==> config.mk <==
export PLATFORM = sky130hd
export DESIGN_NAME = uart_mon_top
export DESIGN_NICKNAME = d
export VERILOG_FILES = /design/src/rtl/uart_mon_pkg.sv /design/src/rtl/uart_mon_chan.sv /design/src/rtl/uart_mon_arb.sv /design/src/rtl/uart_mon_top.sv
export SDC_FILE = /design/constraint.sdc
export NUM_CORES = 1
export LEC_CHECK = 0
export ABC_AREA = 0
export BUFFER_PORTS_ARGS = -buffer_cell sky130_fd_sc_hd__clkbuf_2
export CAP_MARGIN = 20
export CORE_MARGIN = 4
export CORE_UTILIZATION = 30
export DETAILED_ROUTE_END_ITERATION = 7
export PLACE_DENSITY = 0.44
export SLEW_MARGIN = 20
export SYNTH_ARGS = -nofsm -noshare
export SYNTH_HDL_FRONTEND = slang
export SYNTH_SLANG_ARGS = --single-unit
==> constraint.sdc <==
create_clock -name clk_i -period 2.2 [get_ports clk_i]
set_clock_uncertainty 0.05 [all_clocks]
set_input_delay 0.44 -clock clk_i [delete_from_list [all_inputs] [get_ports clk_i]]
set_output_delay 0.44 -clock clk_i [all_outputs]
set_load 0.05 [all_outputs]
==> src/rtl/uart_mon_pkg.sv <==
package uart_mon_pkg;
  typedef enum logic [2:0] {
    EV_START     = 3'd0,
    EV_DATA      = 3'd1,
    EV_PAR_OK    = 3'd2,
    EV_PAR_ERR   = 3'd3,
    EV_STOP      = 3'd4,
    EV_BAD_START = 3'd5,
    EV_BAD_STOP  = 3'd6
  } evt_code_e;

  typedef enum logic [2:0] {
    PAR_NONE  = 3'd0,
    PAR_SPACE = 3'd1,
    PAR_MARK  = 3'd2,
    PAR_ODD   = 3'd3,
    PAR_EVEN  = 3'd4
  } par_mode_e;

  typedef enum logic [2:0] {
    ST_IDLE,
    ST_START,
    ST_DATA,
    ST_PAR,
    ST_STOP
  } chan_st_e;
endpackage

==> src/rtl/uart_mon_chan.sv <==
module uart_mon_chan
  import uart_mon_pkg::*;
#(
  parameter int PERIOD_W = 16,
  parameter int WORD_W   = 9,
  localparam int WIDTH_W = $clog2(WORD_W + 1)
) (
  input  logic                clk_i,
  input  logic                rst_ni,
  input  logic                sample_en_i,
  input  logic                line_i,
  input  logic [PERIOD_W-1:0] period_i,
  input  logic [WIDTH_W-1:0]  width_i,
  input  logic [2:0]          parity_i,
  input  logic                msb_first_i,
  output logic                evt_v_o,
  output logic [2:0]          evt_code_o,
  output logic [WORD_W-1:0]   evt_val_o
);
  chan_st_e            st_q;
  logic                init_q, prev_q;
  logic [PERIOD_W-1:0] cd_q;
  logic [WIDTH_W-1:0]  nbit_q;
  logic [WORD_W-1:0]   word_q, word_nxt;
  logic                par_good;
  logic [PERIOD_W-1:0] half;

  assign half = period_i >> 1;

  always_comb begin
    if (msb_first_i) word_nxt = {word_q[WORD_W-2:0], line_i};
    else word_nxt = (word_q >> 1) | (WORD_W'(line_i) << (width_i - 1'b1));
  end

  always_comb begin
    case (par_mode_e'(parity_i))
      PAR_SPACE: par_good = !line_i;
      PAR_MARK:  par_good = line_i;
      PAR_ODD:   par_good = ^{word_q, line_i};
      PAR_EVEN:  par_good = !(^{word_q, line_i});
      default:   par_good = 1'b1;
    endcase
  end

  always_ff @(posedge clk_i or negedge rst_ni) begin
    if (!rst_ni) begin
      st_q       <= ST_IDLE;
      init_q     <= 1'b0;
      prev_q     <= 1'b1;
      cd_q       <= '0;
      nbit_q     <= '0;
      word_q     <= '0;
      evt_v_o    <= 1'b0;
      evt_code_o <= 3'd0;
      evt_val_o  <= '0;
    end else begin
      evt_v_o <= 1'b0;
      if (sample_en_i) begin
        init_q <= 1'b1;
        prev_q <= line_i;
        if (st_q == ST_IDLE) begin
          if (init_q && prev_q && !line_i) begin
            st_q <= ST_START;
            cd_q <= half;
          end
        end else if (cd_q == PERIOD_W'(1)) begin
          cd_q <= period_i;
          case (st_q)
            ST_START: begin
              evt_v_o    <= 1'b1;
              evt_code_o <= line_i ? EV_BAD_START : EV_START;
              evt_val_o  <= WORD_W'(line_i);
              word_q     <= '0;
              nbit_q     <= '0;
              st_q       <= ST_DATA;
            end
            ST_DATA: begin
              word_q <= word_nxt;
              if (nbit_q == width_i - 1'b1) begin
                evt_v_o    <= 1'b1;
                evt_code_o <= EV_DATA;
                evt_val_o  <= word_nxt;
                st_q       <= (par_mode_e'(parity_i) == PAR_NONE) ? ST_STOP : ST_PAR;
              end else begin
                nbit_q <= nbit_q + 1'b1;
              end
            end
            ST_PAR: begin
              evt_v_o    <= 1'b1;
              evt_code_o <= par_good ? EV_PAR_OK : EV_PAR_ERR;
              evt_val_o  <= WORD_W'(line_i);
              st_q       <= ST_STOP;
            end
            ST_STOP: begin
              evt_v_o    <= 1'b1;
              evt_code_o <= line_i ? EV_STOP : EV_BAD_STOP;
              evt_val_o  <= WORD_W'(line_i);
              st_q       <= ST_IDLE;
            end
            default: st_q <= ST_IDLE;
          endcase
        end else begin
          cd_q <= cd_q - 1'b1;
        end
      end
    end
  end

  // leaving idle needs an enabled falling edge seen after the first sample
  assert_stay_idle_R1: assert property (@(posedge clk_i) disable iff (!rst_ni)
    (st_q == ST_IDLE && !(sample_en_i && init_q && prev_q && !line_i)) |=> st_q == ST_IDLE);

  assert_data_fits_R3: assert property (@(posedge clk_i) disable iff (!rst_ni)
    (evt_v_o && evt_code_o == EV_DATA) |-> (evt_val_o >> width_i) == '0);

  assert_stop_idle_R8: assert property (@(posedge clk_i) disable iff (!rst_ni)
    (evt_v_o && (evt_code_o == EV_STOP || evt_code_o == EV_BAD_STOP)) |-> st_q == ST_IDLE);

  assert_hold_R12: assert property (@(posedge clk_i) disable iff (!rst_ni)
    !sample_en_i |=> ($stable(st_q) && $stable(word_q) && $stable(cd_q) && !evt_v_o));
endmodule

==> src/rtl/uart_mon_arb.sv <==
module uart_mon_arb #(
  parameter int WORD_W = 9
) (
  input  logic              clk_i,
  input  logic              rst_ni,
  input  logic              rx_v_i,
  input  logic [2:0]        rx_code_i,
  input  logic [WORD_W-1:0] rx_val_i,
  input  logic              tx_v_i,
  input  logic [2:0]        tx_code_i,
  input  logic [WORD_W-1:0] tx_val_i,
  output logic              evt_valid_o,
  output logic              evt_chan_o,
  output logic [2:0]        evt_code_o,
  output logic [WORD_W-1:0] evt_value_o
);
  logic              pend_v_q;
  logic [2:0]        pend_code_q;
  logic [WORD_W-1:0] pend_val_q;

  always_ff @(posedge clk_i or negedge rst_ni) begin
    if (!rst_ni) begin
      evt_valid_o <= 1'b0;
      evt_chan_o  <= 1'b0;
      evt_code_o  <= 3'd0;
      evt_value_o <= '0;
      pend_v_q    <= 1'b0;
      pend_code_q <= 3'd0;
      pend_val_q  <= '0;
    end else begin
      evt_valid_o <= rx_v_i || pend_v_q || tx_v_i;
      if (rx_v_i) begin
        evt_chan_o  <= 1'b0;
        evt_code_o  <= rx_code_i;
        evt_value_o <= rx_val_i;
      end else if (pend_v_q) begin
        evt_chan_o  <= 1'b1;
        evt_code_o  <= pend_code_q;
        evt_value_o <= pend_val_q;
      end else if (tx_v_i) begin
        evt_chan_o  <= 1'b1;
        evt_code_o  <= tx_code_i;
        evt_value_o <= tx_val_i;
      end
      // transmit event waits one slot when the port is taken
      if (tx_v_i && (rx_v_i || pend_v_q)) begin
        pend_v_q    <= 1'b1;
        pend_code_q <= tx_code_i;
        pend_val_q  <= tx_val_i;
      end else if (!rx_v_i) begin
        pend_v_q <= 1'b0;
      end
    end
  end

  assert_rx_first_R10: assert property (@(posedge clk_i) disable iff (!rst_ni)
    rx_v_i |=> (evt_valid_o && !evt_chan_o));

  assert_tx_next_R10: assert property (@(posedge clk_i) disable iff (!rst_ni)
    (rx_v_i && tx_v_i) |=> (evt_valid_o && !evt_chan_o) ##1 (evt_valid_o && evt_chan_o));
endmodule

==> src/rtl/uart_mon_top.sv <==
module uart_mon_top
  import uart_mon_pkg::*;
#(
  parameter int PERIOD_W = 16,
  parameter int WORD_W   = 9,
  localparam int WIDTH_W = $clog2(WORD_W + 1)
) (
  input  logic                clk_i,
  input  logic                rst_ni,
  input  logic                sample_en_i,
  input  logic                rx_i,
  input  logic                tx_i,
  input  logic [PERIOD_W-1:0] cfg_period_i,
  input  logic [WIDTH_W-1:0]  cfg_width_i,
  input  logic [2:0]          cfg_parity_i,
  input  logic                cfg_msb_first_i,
  output logic                evt_valid_o,
  output logic                evt_chan_o,
  output logic [2:0]          evt_code_o,
  output logic [WORD_W-1:0]   evt_value_o
);
  localparam int NCH = 2;

  logic [NCH-1:0]    lines;
  logic [NCH-1:0]    ch_v;
  logic [2:0]        ch_code [NCH];
  logic [WORD_W-1:0] ch_val  [NCH];

  assign lines = {tx_i, rx_i};

  for (genvar c = 0; c < NCH; c++) begin : g_chan
    uart_mon_chan #(.PERIOD_W(PERIOD_W), .WORD_W(WORD_W)) chan_i (
      .clk_i       (clk_i),
      .rst_ni      (rst_ni),
      .sample_en_i (sample_en_i),
      .line_i      (lines[c]),
      .period_i    (cfg_period_i),
      .width_i     (cfg_width_i),
      .parity_i    (cfg_parity_i),
      .msb_first_i (cfg_msb_first_i),
      .evt_v_o     (ch_v[c]),
      .evt_code_o  (ch_code[c]),
      .evt_val_o   (ch_val[c])
    );
  end

  uart_mon_arb #(.WORD_W(WORD_W)) arb_i (
    .clk_i       (clk_i),
    .rst_ni      (rst_ni),
    .rx_v_i      (ch_v[0]),
    .rx_code_i   (ch_code[0]),
    .rx_val_i    (ch_val[0]),
    .tx_v_i      (ch_v[1]),
    .tx_code_i   (ch_code[1]),
    .tx_val_i    (ch_val[1]),
    .evt_valid_o (evt_valid_o),
    .evt_chan_o  (evt_chan_o),
    .evt_code_o  (evt_code_o),
    .evt_value_o (evt_value_o)
  );

  assert_no_reset_evt_R11: assert property (@(posedge clk_i) disable iff (!rst_ni)
    $rose(rst_ni) |-> !evt_valid_o);
endmodule

-- Yosys cells after proc, flatten, opt, wreduce, memory -nomap -nowiden
Index checks and enable logic that the tools add are counted.
- add/subtract/negate cells: 5
- equality and inequality tests: 25
- shift operators: 2
- multiplexer cells: 62
- bitwise logic cells: 4
- reductions and logical operators: 39
- operator list (operator ; count):
    16-bit two-way mux ; 6
    9-bit case mux with 2 select lines ; 4
    9-bit two-way mux ; 7
    3-bit two-way mux ; 16
    16-bit by 1-bit equality test with 1-bit output (second input constant) ; 2
    16-bit by 1-bit subtractor with 16-bit output (second input constant) ; 2
    5-bit AND reduction ; 6
    3-bit case mux with 4 select lines ; 2
    10-bit XOR reduction ; 2
    3-bit by 2-bit equality test with 1-bit output (second input constant) ; 6
    8-bit by 9-bit bitwise OR with 9-bit output ; 2
    3-bit case mux with 3 select lines ; 2
    1-bit by 4-bit << shifter with 9-bit output ; 2
    4-bit case mux with 2 select lines ; 2
    4-bit AND reduction ; 4
    1-bit two-way mux ; 15
    2-bit nonzero test ; 6
    3-bit by 1-bit equality test with 1-bit output (second input constant) ; 3
    3-bit equality test (second input constant) ; 3
    3-bit zero test ; 3
    4-bit by 1-bit adder with 4-bit output (second input constant) ; 2
    4-bit equality test ; 2
    4-bit two-way mux ; 2
    2-bit inequality test (second input constant) ; 4
    14 further kinds ; 32
- flip-flop bits (word level): 120
- input port bits: 29
- word-level logic and storage cells: 161

-- Logic depth before layout (Yosys ltp)
- depth in word-level cells: 7
- depth in mapped cells: 12
- gate-level depth less buffers: 9

-- Hierarchy
A second synthesis with hierarchy kept.
- cells, all modules: 838
- area, all modules: 7447.1 µm²
- by module, submodules not included (module ; instances ; cells an instance ; area each (µm²) ; sequential area each (µm²)):
    uart_mon_chan (g_chan[0].chan_i) ; 1 ; 362 ; 3126.7 ; 1177.4
    uart_mon_chan (g_chan[1].chan_i) ; 1 ; 377 ; 3121.7 ; 1177.4
    uart_mon_arb ; 1 ; 99 ; 1198.6 ; 675.6

-- Least setup slack after synthesis
OpenSTA, ideal clock, no wires.
- path kind: input port to flip-flop
- from: input port cfg_width_i[0]
- to: register g_chan[1].chan_i.st_q[1]
- setup time: 0.122 ns
- arrival: 2.691 ns
- slack: -0.663 ns
- cell stages on the path: 11
- buffers on the path: 3
- path through: clkbuf_1 > inv_1 > ha_1 > clkbuf_1 > xor3_1 > nor3_1 > and2_1 > buf_2 > nand2_1 > a211o_1 > a32o_1
- cells in the longest elaborated chain, start to end: 4
- RTL lines (what ; line ; RTL):
    start, declared ; uart_mon_top.sv:14 ; input logic [WIDTH_W-1:0] cfg_width_i,
    4-bit by 1-bit subtractor with 4-bit output ; uart_mon_chan.sv:79 ; if (nbit_q == width_i - 1'b1) begin
    4-bit equality test ; uart_mon_chan.sv:79 ;
    3-bit by 1-bit inequality test with 1-bit output (no line) ; -- ;
    4-bit AND reduction (no line) ; -- ;
    end signal, assigned ; uart_mon_chan.sv:83 ; st_q <= (par_mode_e'(parity_i) == PAR_NONE) ? ST_STOP : ST_PAR;
    end, declared ; uart_mon_chan.sv:20 ; chan_st_e st_q;
No other way between the ends.
A chain may end at the register's enable or synchronous reset.

-- Final worst setup path
- from: register g_chan[1].chan_i.cd_q[1]
- to: register g_chan[1].chan_i.evt_val_o[7]
- cells in the longest elaborated chain, start to end: 2
- RTL lines (what ; line ; RTL):
    start, declared ; uart_mon_chan.sv:22 ; logic [PERIOD_W-1:0] cd_q;
    start signal, assigned ; uart_mon_chan.sv:64 ; cd_q <= half;
    start signal, assigned ; uart_mon_chan.sv:67 ; cd_q <= period_i;
    start signal, assigned ; uart_mon_chan.sv:103 ; cd_q <= cd_q - 1'b1;
    16-bit by 1-bit equality test with 1-bit output ; uart_mon_chan.sv:66 ; end else if (cd_q == PERIOD_W'(1)) begin
    5-bit AND reduction (no line) ; -- ;
    end signal, assigned ; uart_mon_chan.sv:72 ; evt_val_o <= WORD_W'(line_i);
    end signal, assigned ; uart_mon_chan.sv:82 ; evt_val_o <= word_nxt;
    end signal, assigned ; uart_mon_chan.sv:91 ; evt_val_o <= WORD_W'(line_i);
    end, declared ; uart_mon_chan.sv:18 ; output logic [WORD_W-1:0] evt_val_o
No other way between the ends.

==> results by group <==
Clock tree
  • CTS tree: done
  • CTS Sinks: 120
  • Worst skew pair latency: 0.43 ns
  • Worst-path clk slew: 0.06 ns
  • Htree depth: 4
  • CTS Buf Count: 17
  • Clk buf depth: 2
  • Clk root buf: clkbuf_16

Timing
  • Worst Setup Slack, final: -0.0587 ns
  • Max-slew violation count: 0
  • Final hold violation count: 0
  • Max Fclk: 0.443 GHz
  • Slew @ Worst Pin: 0.630 ns
  • Final worst path period need: 2.26 ns
  • RSZ-0062 raised after global routing: yes
  • Hold_ws: 0.294 ns
  • Final Setup Violations: 7
  • Final Cycle Share: 103%
  • Slew margin rel.: 57.7%

Global routing
  • Vias in the first global route: 6446
  • Total track usage: 17.3%
  • Initial antenna violation count: 2
  • First-pass GRT wire length: 36200 µm
  • Largest net degree at the start of global routing: 50
  • GRT overflow: 0

Synth
  • Syn Std Cell Area: 7310 µm²
  • #FFs+latches synth: 120
  • EDFF count, synth: 0
  • Yosys warns: 0
  • Count of different cell masters after synthesis: 78
  • Mean post-synth cell area: 8.97 µm²
  • Synth Instances: 815
  • Sequential area share after synthesis: 41.1%
  • Post-synthesis async set-or-reset flop share: 100%
  • Post-synth top flop: dfrtp_1
  • Post-Syn Nets: 851

Floorplanning
  • Die Ht: 164 µm
  • Starting Density: 30.8%
  • # rows: 56
  • Die footprint: 26900 µm²
  • Die width: 164 µm
  • Core Region: 23800 µm²
  • Ports: 43

Critical path
  • Worst r2r src: g_chan[1].chan_i.cd_q[1]
  • R2R depth: 8
  • Slowest stage delay, CP: 0.46 ns
  • Flop-to-flop setup slack: -0.06 ns
  • Critical path capture point type: flip-flop
  • Required time of the worst setup path: 2.47 ns
  • Crit Path Category: flip-flop to flip-flop
  • Worst path slowest cell: or4b_4
  • CP Max Fanout: 8
  • Startpoint type of the worst setup path: flip-flop
  • Crit-path cells: inv_2, ha_4, or4b_4, nor3_4, nand3_2, or2_4, buf_12, o41ai_4
  • Worst Path Arrival: 2.53 ns
  • Crit path launch: g_chan[1].chan_i.cd_q[1]

Finish
  • Area grow syn2layout: 36.7%
  • Layout cells sized above 1: 34.1%
  • Fin util: 42.1%
  • Fin nets: 999
  • Commonest non-fill, non-tap cell in the layout: buf_4
  • Ant diodes: 0
  • Fill cells: 2353
  • Most frequent cells in the layout: buf_4, dfrtp_1, nor2_1, nand2_1, a21oi_1

Worst hold path
  • Worst hold path startpoint: cfg_period_i[9]
  • Hold crit path type: primary input to flip-flop
  • Hold Path Depth: 3

Outcome
  • Status: complete, but fails checks
  • Failing checks: negative setup slack

Power and ir drop
  • Total Power: 8.79 mW
  • Leakage: 4.39 nW
  • Peak supply drop: 0.000513 V
  • Pwr dens: 879 nW/µm²

Placed design
  • Post-DP HPWL: 16700 µm
  • I/O Buffers: 42
  • GPL Wtd Cong: 0.799

Drt
  • Total Wirelength: 22900 µm
  • Number of vias per cell: 5.10
  • DRT Pass-1 Iters: 5
  • Iteration-0 DRC Markers: 325
  • Post-DRT Antenna Nets: 0
  • DR DRC count: 0
  • DR WL/cell: 17.7 µm
  • Routed vias: 6602

Job
  • Max-Cap Viols: 0
-- cell type report --
class | count | area [µm²] | share of cell area, %
well taps | 319 | 399 | 3.99
clock buffers | 19 | 433 | 4.33
multi-input cells | 624 | 4490 | 44.9
clock inverters | 12 | 201 | 2.01
repair buffers | 183 | 1400 | 14.0
flip-flops and latches | 120 | 3010 | 30.1
inverters | 17 | 73.8 | 0.738
-- synth_stat cells, drive strengths merged (5+ instances only) --
cell	number	area share, %
nand2	87	4.6
nor3b	5	0.51
inv	16	0.82
nand2b	8	0.68
or3	5	0.50
nand3	18	1.3
o2bb2ai	5	0.60
and2	10	0.86
xnor2	26	3.1
xor2	9	1.1
dfrtp	118	40
a21oi	57	3.9
nor2	84	4.3
nor2b	7	0.60
nor4	11	1.2
ha	7	1.2
clkbuf	44	2.4
buf	11	0.96
o21ai	76	5.2
a2bb2oi	5	0.60
a211oi	10	1.0
a31oi	13	1.1
a22o	8	0.96
a211o	8	0.96
o22ai	7	0.60
o211ai	8	0.82
nor3	21	1.7
mux2i	17	2.3
o41ai	7	1.5
o31ai	18	1.8
or2	7	0.60
mux2	15	2.3
nor4b	5	0.60
o21a	7	0.72
-- sequential cells by signal (all words and copies together) (netlist names), 2 cells and up --
signal                    cells
g_chan.chan_i.evt_val_o      18
arb_i.evt_value_o             9
arb_i.evt_code_o              3
g_chan.chan_i.nbit_q          8
arb_i.pend_code_q             3
g_chan.chan_i.st_q            6
g_chan.chan_i.prev_q          2
g_chan.chan_i.evt_code_o      6
g_chan.chan_i.cd_q           32
g_chan.chan_i.word_q         18
arb_i.pend_val_q              9
g_chan.chan_i.evt_v_o         2
-- report_power, final --
group / switching, mW / internal, mW / leakage, nW
Combinational: 1.55 / 1.35 / 2.52
Clock: 1.08 / 2.00 / 0.303
Sequential: 0.282 / 2.52 / 1.57
Total: 2.91 / 5.87 / 4.39
-- final timing paths --
path                                                       to
worst max-delay path            g_chan[1].chan_i.evt_val_o[7]
worst min-delay path                 g_chan[1].chan_i.cd_q[8]
worst max register to register  g_chan[1].chan_i.evt_val_o[7]
worst min register to register           arb_i.evt_value_o[2]
max in group asynchronous             g_chan[0].chan_i.prev_q
min in group asynchronous                 arb_i.evt_code_o[0]
-- routing by layer --
| layer | track usage [%] | up-vias | part of all wire (%) |
|---|---|---|---|
| met1 | 23.0 | 3212 | 46 |
| met2 | 29.3 | 93 | 50 |
| li1 | - | 3274 | - |
| met4 | 4.23 | 4 | 0.96 |
| met5 | 0 | - | 0.12 |
| met3 | 3.01 | 19 | 3.0 |
-- per-stage QoR --
step / std cells / TNS, ns / cell area, µm² / setup slack [ns]
detailed placement: 1245 / -3.91 / 8730 / -0.149
CTS: 1288 / -0.217 / 9570 / -0.0517
global placement: 1245 / -3.13 / 8730 / -0.134
floorplan: 815 / -0.849 / 7440 / -0.0742
finish: 1294 / -0.143 / 10000 / -0.0587
global route: 1294 / -3.29 / 10000 / -0.143
-- logic make-up after synthesis --
group | synth area share (%)
compound gates | 23.9
xor+xnor | 6.07
fa+ha+maj | 1.33
buf+inv | 4.23
flops | 41.1
mux | 4.64
simple gates | 18.7
-- critical path: cells and delay by family, from the launching register on --
family	cells	cell delay [ns]
compound gates	1	0.31
fa+ha+maj	1	0.11
buf+inv	2	0.24
flops	1	0.39
simple gates	4	1.06
-- timing repair --
item                                    in CTS  in global routing
gates resized for setup                     32                 90
buffers inserted                             9                  7
pin swaps                                    8                 23
hold buffers                                 1                  0
endpoints found under the setup margin      57                 74
hold endpoints to repair                    26                  0
cloned                                       2                  0
No activity file was read; power rests on OpenSTA's default activity.
